==> config.mk <==
export PLATFORM = sky130hd
export DESIGN_NAME = oled_cmd_seq
export DESIGN_NICKNAME = d
export VERILOG_FILES = /design/src/rtl/oled_cmd_seq.sv
export SDC_FILE = /design/constraint.sdc
export NUM_CORES = 1
export LEC_CHECK = 0
export BUFFER_PORTS_ARGS = -buffer_cell sky130_fd_sc_hd__buf_2
export CORE_ASPECT_RATIO = 0.7
export CORE_MARGIN = 1.5
export CORE_UTILIZATION = 50
export CTS_CLUSTER_DIAMETER = 40
export DETAILED_ROUTE_END_ITERATION = 8
export HOLD_SLACK_MARGIN = 0.06
export PLACE_DENSITY = 0.77
export SLEW_MARGIN = 15
export SYNTH_ARGS = -nofsm -noshare
export SYNTH_HDL_FRONTEND = slang
export SYNTH_SLANG_ARGS = --single-unit
==> constraint.sdc <==
create_clock -name clk -period 2.7 [get_ports clk]
set_input_delay 0.135 -clock clk [delete_from_list [all_inputs] [get_ports clk]]
set_output_delay 0.135 -clock clk [all_outputs]
set_load 0.01 [all_outputs]
==> src/rtl/oled_cmd_seq.sv <==
module oled_cmd_seq #(
  parameter int ROWS = 64,
  parameter int COLS = 128,
  parameter int RST_HOLD = 16,
  parameter logic [7:0] CONTRAST = 8'h00
) (
  input  logic       clk,
  input  logic       rst_n,
  input  logic       blank_req,
  input  logic       unblank_req,
  input  logic       contrast_req,
  input  logic [7:0] contrast_val,
  input  logic       window_req,
  input  logic       byte_ready,
  output logic       byte_valid,
  output logic [7:0] byte_out,
  output logic       dc,
  output logic       busy
);
  localparam logic [7:0] MUX_ARG = (ROWS == 64) ? 8'h3F : (ROWS == 48) ? 8'h2F : 8'h1F;
  localparam logic [7:0] PIN_ARG = (ROWS == 64 || ROWS == 48) ? 8'h12 : 8'h02;
  localparam logic [7:0] CTR_DEF = (CONTRAST != 8'h00) ? CONTRAST : (ROWS == 64) ? 8'hCF : 8'h8F;
  localparam bit SMALL_WIN = (COLS == 64) && (ROWS == 48);
  localparam int INIT_LEN = 25;
  localparam int WIN_LEN = SMALL_WIN ? 9 : 3;
  localparam int IW = $clog2(INIT_LEN);
  localparam int HW = $clog2(RST_HOLD + 1);

  typedef enum logic [1:0] {ST_HOLD, ST_IDLE, ST_SEND} state_t;
  typedef enum logic [2:0] {OP_INIT, OP_OFF, OP_ON, OP_CTR, OP_WIN} op_t;

  state_t state;
  op_t op;
  logic [IW-1:0] idx, last;
  logic [HW-1:0] hold_cnt;
  logic pend_off, pend_on, pend_ctr, pend_win, init_due;
  logic [7:0] ctr_val, arg, rom;
  logic fire, pick;

  assign byte_valid = (state == ST_SEND);
  assign fire = byte_valid && byte_ready;
  assign pick = (state == ST_IDLE) && (pend_off || pend_on || pend_ctr || pend_win);
  assign byte_out = rom;
  assign dc = 1'b0;
  assign busy = init_due;

  always_comb begin
    case (op)
      OP_INIT: last = IW'(INIT_LEN - 1);
      OP_CTR:  last = IW'(1);
      OP_WIN:  last = IW'(WIN_LEN - 1);
      default: last = '0;
    endcase
  end

  always_comb begin
    rom = 8'h00;
    case (op)
      OP_INIT:
        case (idx)
          5'd0:  rom = 8'hAE;
          5'd1:  rom = 8'hD5;
          5'd2:  rom = 8'h80;
          5'd3:  rom = 8'hA8;
          5'd4:  rom = MUX_ARG;
          5'd5:  rom = 8'hD3;
          5'd6:  rom = 8'h00;
          5'd7:  rom = 8'h40;
          5'd8:  rom = 8'h8D;
          5'd9:  rom = 8'h14;
          5'd10: rom = 8'h20;
          5'd11: rom = 8'h01;
          5'd12: rom = 8'hA1;
          5'd13: rom = 8'hC8;
          5'd14: rom = 8'hDA;
          5'd15: rom = PIN_ARG;
          5'd16: rom = 8'hD9;
          5'd17: rom = 8'hF1;
          5'd18: rom = 8'hDB;
          5'd19: rom = 8'h40;
          5'd20: rom = 8'hA4;
          5'd21: rom = 8'hA6;
          5'd22: rom = 8'h81;
          5'd23: rom = CTR_DEF;
          5'd24: rom = 8'hAF;
          default: rom = 8'h00;
        endcase
      OP_OFF: rom = 8'hAE;
      OP_ON:  rom = 8'hAF;
      OP_CTR: rom = (idx == '0) ? 8'h81 : arg;
      OP_WIN:
        case (idx)
          5'd0: rom = 8'h00;
          5'd1: rom = 8'h10;
          5'd2: rom = 8'h40;
          5'd3: rom = 8'h21;
          5'd4: rom = 8'h20;
          5'd5: rom = 8'h5F;
          5'd6: rom = 8'h22;
          5'd7: rom = 8'h00;
          5'd8: rom = 8'h05;
          default: rom = 8'h00;
        endcase
      default: rom = 8'h00;
    endcase
  end

  always_ff @(posedge clk) begin
    if (!rst_n) begin
      state    <= ST_HOLD;
      op       <= OP_INIT;
      idx      <= '0;
      hold_cnt <= '0;
      init_due <= 1'b1;
      arg      <= 8'h00;
    end else begin
      case (state)
        ST_HOLD:
          if (hold_cnt == HW'(RST_HOLD - 1)) state <= ST_SEND;
          else hold_cnt <= hold_cnt + 1'b1;
        ST_IDLE:
          if (pend_off) begin
            op <= OP_OFF; state <= ST_SEND;
          end else if (pend_on) begin
            op <= OP_ON; state <= ST_SEND;
          end else if (pend_ctr) begin
            op <= OP_CTR; arg <= ctr_val; state <= ST_SEND;
          end else if (pend_win) begin
            op <= OP_WIN; state <= ST_SEND;
          end
        ST_SEND:
          if (fire) begin
            if (idx == last) begin
              idx <= '0;
              state <= ST_IDLE;
              if (op == OP_INIT) init_due <= 1'b0;
            end else begin
              idx <= idx + 1'b1;
            end
          end
        default: state <= ST_HOLD;
      endcase
    end
  end

  always_ff @(posedge clk) begin
    if (!rst_n) begin
      pend_off <= 1'b0;
      pend_on  <= 1'b0;
      pend_ctr <= 1'b0;
      pend_win <= 1'b0;
      ctr_val  <= 8'h00;
    end else begin
      if (pick) begin
        if (pend_off) pend_off <= 1'b0;
        else if (pend_on) pend_on <= 1'b0;
        else if (pend_ctr) pend_ctr <= 1'b0;
        else pend_win <= 1'b0;
      end
      if (unblank_req) begin
        pend_on <= 1'b1; pend_off <= 1'b0;
      end
      if (blank_req) begin
        pend_off <= 1'b1; pend_on <= 1'b0;
      end
      if (contrast_req) begin
        pend_ctr <= 1'b1; ctr_val <= contrast_val;
      end
      if (window_req) pend_win <= 1'b1;
    end
  end

  p_stall_hold_r2: assert property (@(posedge clk) disable iff (!rst_n)
    byte_valid && !byte_ready |=> byte_valid && $stable(byte_out));

  p_init_first_r3: assert property (@(posedge clk) disable iff (!rst_n)
    $rose(byte_valid) && busy |-> byte_out == 8'hAE);

  p_busy_fall_r4: assert property (@(posedge clk) disable iff (!rst_n)
    $fell(busy) |-> $past(fire) && $past(byte_out) == 8'hAF);

  p_busy_stays_low_r4: assert property (@(posedge clk) disable iff (!rst_n)
    !busy |=> !busy);

  p_blank_exclusive_r7: assert property (@(posedge clk) disable iff (!rst_n)
    !(pend_off && pend_on));
endmodule

==> results.txt <==
The flow ran to the end, and the final reports show no timing, DRC or antenna violations. The endpoint required time on the critical path is 2.57 ns. The first global-routing pass estimated 11,240 µm of wire.

The TritonCTS buffer count is 5. The share of the synthesized area in the top cell type is 0.3528. The final worst clock skew came out at 0.004361 ns. The initial antenna violation count came out at 0. The filler cell count came out at 474. Among cell families on the critical path, the largest total delay comes from simple AND/OR/NAND/NOR gates. For this design the static power due to leakage is 1.409 nW. The post-place instance area came out at 3114 µm². The mean instance size in the synthesized netlist came out at 8.537 µm².

The largest incremental delay on the critical path came out at 0.51 ns. The pin count of the biggest net entering global routing is 33. The largest individual stage delay along the critical path comes from the cell sky130_fd_sc_hd__or4b_4. After detailed routing, the average wire length per cell comes to 15.45 µm.

In this run the vertical extent of the chip is 66.65 µm. The unique cell type count in the Yosys netlist is 61. Detailed placement finished with a half-perimeter wire length of 4977 µm. Counting flops with a built-in enable in the synthesized netlist gives 0. The fraction of the cycle the final worst path needs is 0.9312. By area the synthesized netlist is led by sky130_fd_sc_hd__dfxtp_1 (35%), sky130_fd_sc_hd__mux2i_1 (5.9%), sky130_fd_sc_hd__nor2b_1 (5.0%). The insertion delay of the later-clocked pin in the worst-skew pair is 0.30 ns.

For flop-to-flop paths, the worst setup slack is 0.23 ns. The cell chosen for the clock root is sky130_fd_sc_hd__clkbuf_8. For this run, the total global-route usage over all layers was measured as 0.2330. The final global-route overflow total came out at 0. STA classifies the critical path endpoint as an output port. The final antenna-violating net count came out at 0.

STA classifies the critical path startpoint as a register. The top layer used by detailed routing is met4. The transition time at the pin with the least slew margin came out at 0.6779 ns. The horizontal die dimension is 93.93 µm. The area of the multi-input gates came out at 1698 µm². The final-report hold violation count came out at 0. The number of pins exceeding their max-slew limit in the final report came out at 0. In this run the core area contains 22 standard-cell rows. TritonCTS built the clock tree.

The summed negative setup slack over all endpoints is 0 ns. The initial standard-cell utilization of the core is 0.5364. Walking the worst path, the cells encountered are buf_4, inv_1, ha_1, or4b_4, and4_1, a222oi_1, inv_1, buf_2. In the synthesized netlist the dominant register cell turns out to be sky130_fd_sc_hd__dfxtp_1.

In this run the cell area of the synthesized design comes to 2894 µm². The via count of the first global-routing pass is 2,336. The async set or reset register ratio after synthesis came out at 0. The worst pin sits at a relative slew slack of 0.5446. The worst vdd rail ir drop is 0.3961 mV.

The register bit total from synthesis came out at 51. The number of iterations in the first detailed-routing pass is 5. The count of clock tree sinks came out at 51.

The number of port buffers is 24. The min-delay analysis places its worst path in the category input pin to register. The CTS H-tree depth came out at 2.

Clock-pin slew was measured on the worst setup and hold paths at 0.09 ns. The flip-flop and latch area came out at 1023 µm². The maximum operating frequency came out at 397.7 MHz.

The worst path buffer plus inverter count is 4. The final critical delay including setup and external delays came out at 2.514 ns. The core region area came out at 5395 µm². Wires add up to 6812 µm. The via-per-instance ratio came out at 5.961. Post-CTS timing repair inserted 0 buffers for setup. The detailed-route via count is 2,629. The ratio of total power to cell area is 427.5 nW/µm².

After routing the design area is 3257 µm². For this block, wires on met1 add up to 3449 µm. The setup violation total in the final timing report is 0.

Of the synthesized area, sequential elements account for 0.3528. The maximum clock insertion buffer count is 2. The tool flagged a number of max-cap violations equal to 0. In this design, the critical path's most frequently occurring cell is sky130_fd_sc_hd__inv_1. The startpoint-to-endpoint class of the critical path is register to output port. The weighted congestion at the end of routability-driven global placement is 0.9818. The number of primary I/O pins came out at 26. The number of nets handed over by synthesis was 363. Detailed routing placed a total of 2750 µm of wire on met2. Detailed routing placed a total of 535 µm of wire on met3. The detailed-route DRC error count came out at 0.

The synthesis-to-finish area growth came out at 12.54%. The largest fanout on the critical path came out at 8. For this run, the post-layout net count is 392. The total number of yosys warnings came out at 0. The antenna diode instance count came out at 0.

sky130_fd_sc_hd__dfxtp_1 takes more of the synthesized area than any other cell. The fraction of final layout cells sized beyond drive strength 1 came out at 0.1789. The number of cells produced by synthesis is 339. In this run, the number of DRC markers left after iteration 0 of detailed routing was 201. The die area came out at 6260 µm². The worst path arrival time is 2.38 ns.
[synth_stat cells (5+ instances only)]
| library cell | count |
|---|---|
| sky130_fd_sc_hd__nor2_1 | 26 |
| sky130_fd_sc_hd__a21o_1 | 6 |
| sky130_fd_sc_hd__clkbuf_1 | 5 |
| sky130_fd_sc_hd__dfxtp_1 | 51 |
| sky130_fd_sc_hd__ha_1 | 9 |
| sky130_fd_sc_hd__o21ai_0 | 12 |
| sky130_fd_sc_hd__mux2i_1 | 17 |
| sky130_fd_sc_hd__nor2b_1 | 23 |
| sky130_fd_sc_hd__nor3_1 | 15 |
| sky130_fd_sc_hd__inv_1 | 11 |
| sky130_fd_sc_hd__nand2b_1 | 5 |
| sky130_fd_sc_hd__nand2_1 | 25 |
| sky130_fd_sc_hd__a21oi_1 | 23 |
| sky130_fd_sc_hd__nand3_1 | 7 |
| sky130_fd_sc_hd__xnor2_1 | 7 |
| sky130_fd_sc_hd__o31ai_1 | 6 |
| sky130_fd_sc_hd__and2_1 | 8 |
| sky130_fd_sc_hd__buf_2 | 10 |
[cell type report]
class	instances	share of cell area
clock buffer	5	0.02113
inverter	11	0.01268
multi-input combinational	253	0.5213
clock inverter	3	0.01460
timing repair buffer	46	0.08836
sequential	51	0.3143
tap	72	0.02766
[worst paths after layout]
check                                 from           to  cells past startpoint
worst max register to register      idx[1]     register                     13
worst min register to register        busy         busy                      2
worst max-delay path                idx[1]  byte_out[6]                      8
worst min-delay path            window_req     pend_win                      3
[layout by cell type, fill, tap and decap left out, types with 2 or more instances in the layout]
cell type                  instances
sky130_fd_sc_hd__a222oi_1          2
sky130_fd_sc_hd__o211ai_1          3
sky130_fd_sc_hd__ha_1              9
sky130_fd_sc_hd__a21o_1            6
sky130_fd_sc_hd__buf_4            21
sky130_fd_sc_hd__o22ai_1           3
sky130_fd_sc_hd__and2_1            8
sky130_fd_sc_hd__nor3b_1           4
sky130_fd_sc_hd__a32oi_1           3
sky130_fd_sc_hd__buf_2            24
sky130_fd_sc_hd__clkbuf_8          5
sky130_fd_sc_hd__nand2_1          25
sky130_fd_sc_hd__o21a_1            3
sky130_fd_sc_hd__o41ai_1           2
sky130_fd_sc_hd__and3_1            3
sky130_fd_sc_hd__a21oi_1          22
sky130_fd_sc_hd__o21bai_1          2
sky130_fd_sc_hd__xnor2_1           7
sky130_fd_sc_hd__nand4_1           2
sky130_fd_sc_hd__mux2i_1          17
sky130_fd_sc_hd__nor2_1           26
sky130_fd_sc_hd__nor2b_1          23
sky130_fd_sc_hd__dfxtp_2           2
sky130_fd_sc_hd__or2_1             2
sky130_fd_sc_hd__a31oi_1           4
sky130_fd_sc_hd__o21ai_1           2
sky130_fd_sc_hd__nor3_1           15
sky130_fd_sc_hd__a21oi_2           2
sky130_fd_sc_hd__nand3_1           7
sky130_fd_sc_hd__dfxtp_1          49
sky130_fd_sc_hd__nand2b_1          5
sky130_fd_sc_hd__xor2_1            3
sky130_fd_sc_hd__inv_1            11
sky130_fd_sc_hd__o31ai_1           6
sky130_fd_sc_hd__o21ai_0          12
[kinds of logic (layout without fill, tap and decap cells)]
kind of cell | count (synthesis) | in the layout | synth area share
fa+ha+maj | 9 | 9 | 0.03891
simple gates | 130 | 130 | 0.2408
xor+xnor | 11 | 11 | 0.03978
buf+inv | 35 | 65 | 0.06528
other cells | 1 | 1 | 0.001296
compound gates | 85 | 85 | 0.2023
mux | 17 | 17 | 0.05880
flops | 51 | 51 | 0.3528
[power breakdown]
part	internal (mW)	total, mW	switching, mW
combinational	0.0327	0.0664	0.0337
sequential	0.767	0.779	0.0119
clock	0.281	0.547	0.266
total	1.08	1.39	0.312
[metrics by stage]
step	setup slack (ns)	hold slack [ns]	utilization	instances	total power [mW]
global placement	0.2489	0.3184	0.5772	432	0.8585
detailed placement	0.1660	0.3200	0.5772	432	0.8604
CTS	0.05517	0.07329	0.6006	441	1.398
floorplan	0.07482	0.2111	-	339	0.8406
global route	-0.006325	0.08136	0.6037	441	1.438
finish	0.1858	0.06906	0.6037	441	1.392
[layer usage]
| metal | track usage | vias to the layer above |
|---|---|---|
| met5 | 0 | - |
| met4 | 0.03918 | 0 |
| met3 | 0.05708 | 12 |
| met2 | 0.3451 | 118 |
| met1 | 0.3438 | 1241 |
| li1 | - | 1258 |
[worst min-delay path, delay by kind of cell]
kind / cells / cell delay [ns]
AOI/OAI and AO/OA: 1 / 0.03
buffers and inverters: 1 / 0.07
and+or+nand+nor: 1 / 0.09
[what timing repair did]
action	4_1_cts	5_1_grt
hold buffers	1	0
setup endpoints to repair	0	5
endpoints found under the hold margin	2	0
gates resized for setup	0	5
Power figures use the tool's default switching activity.
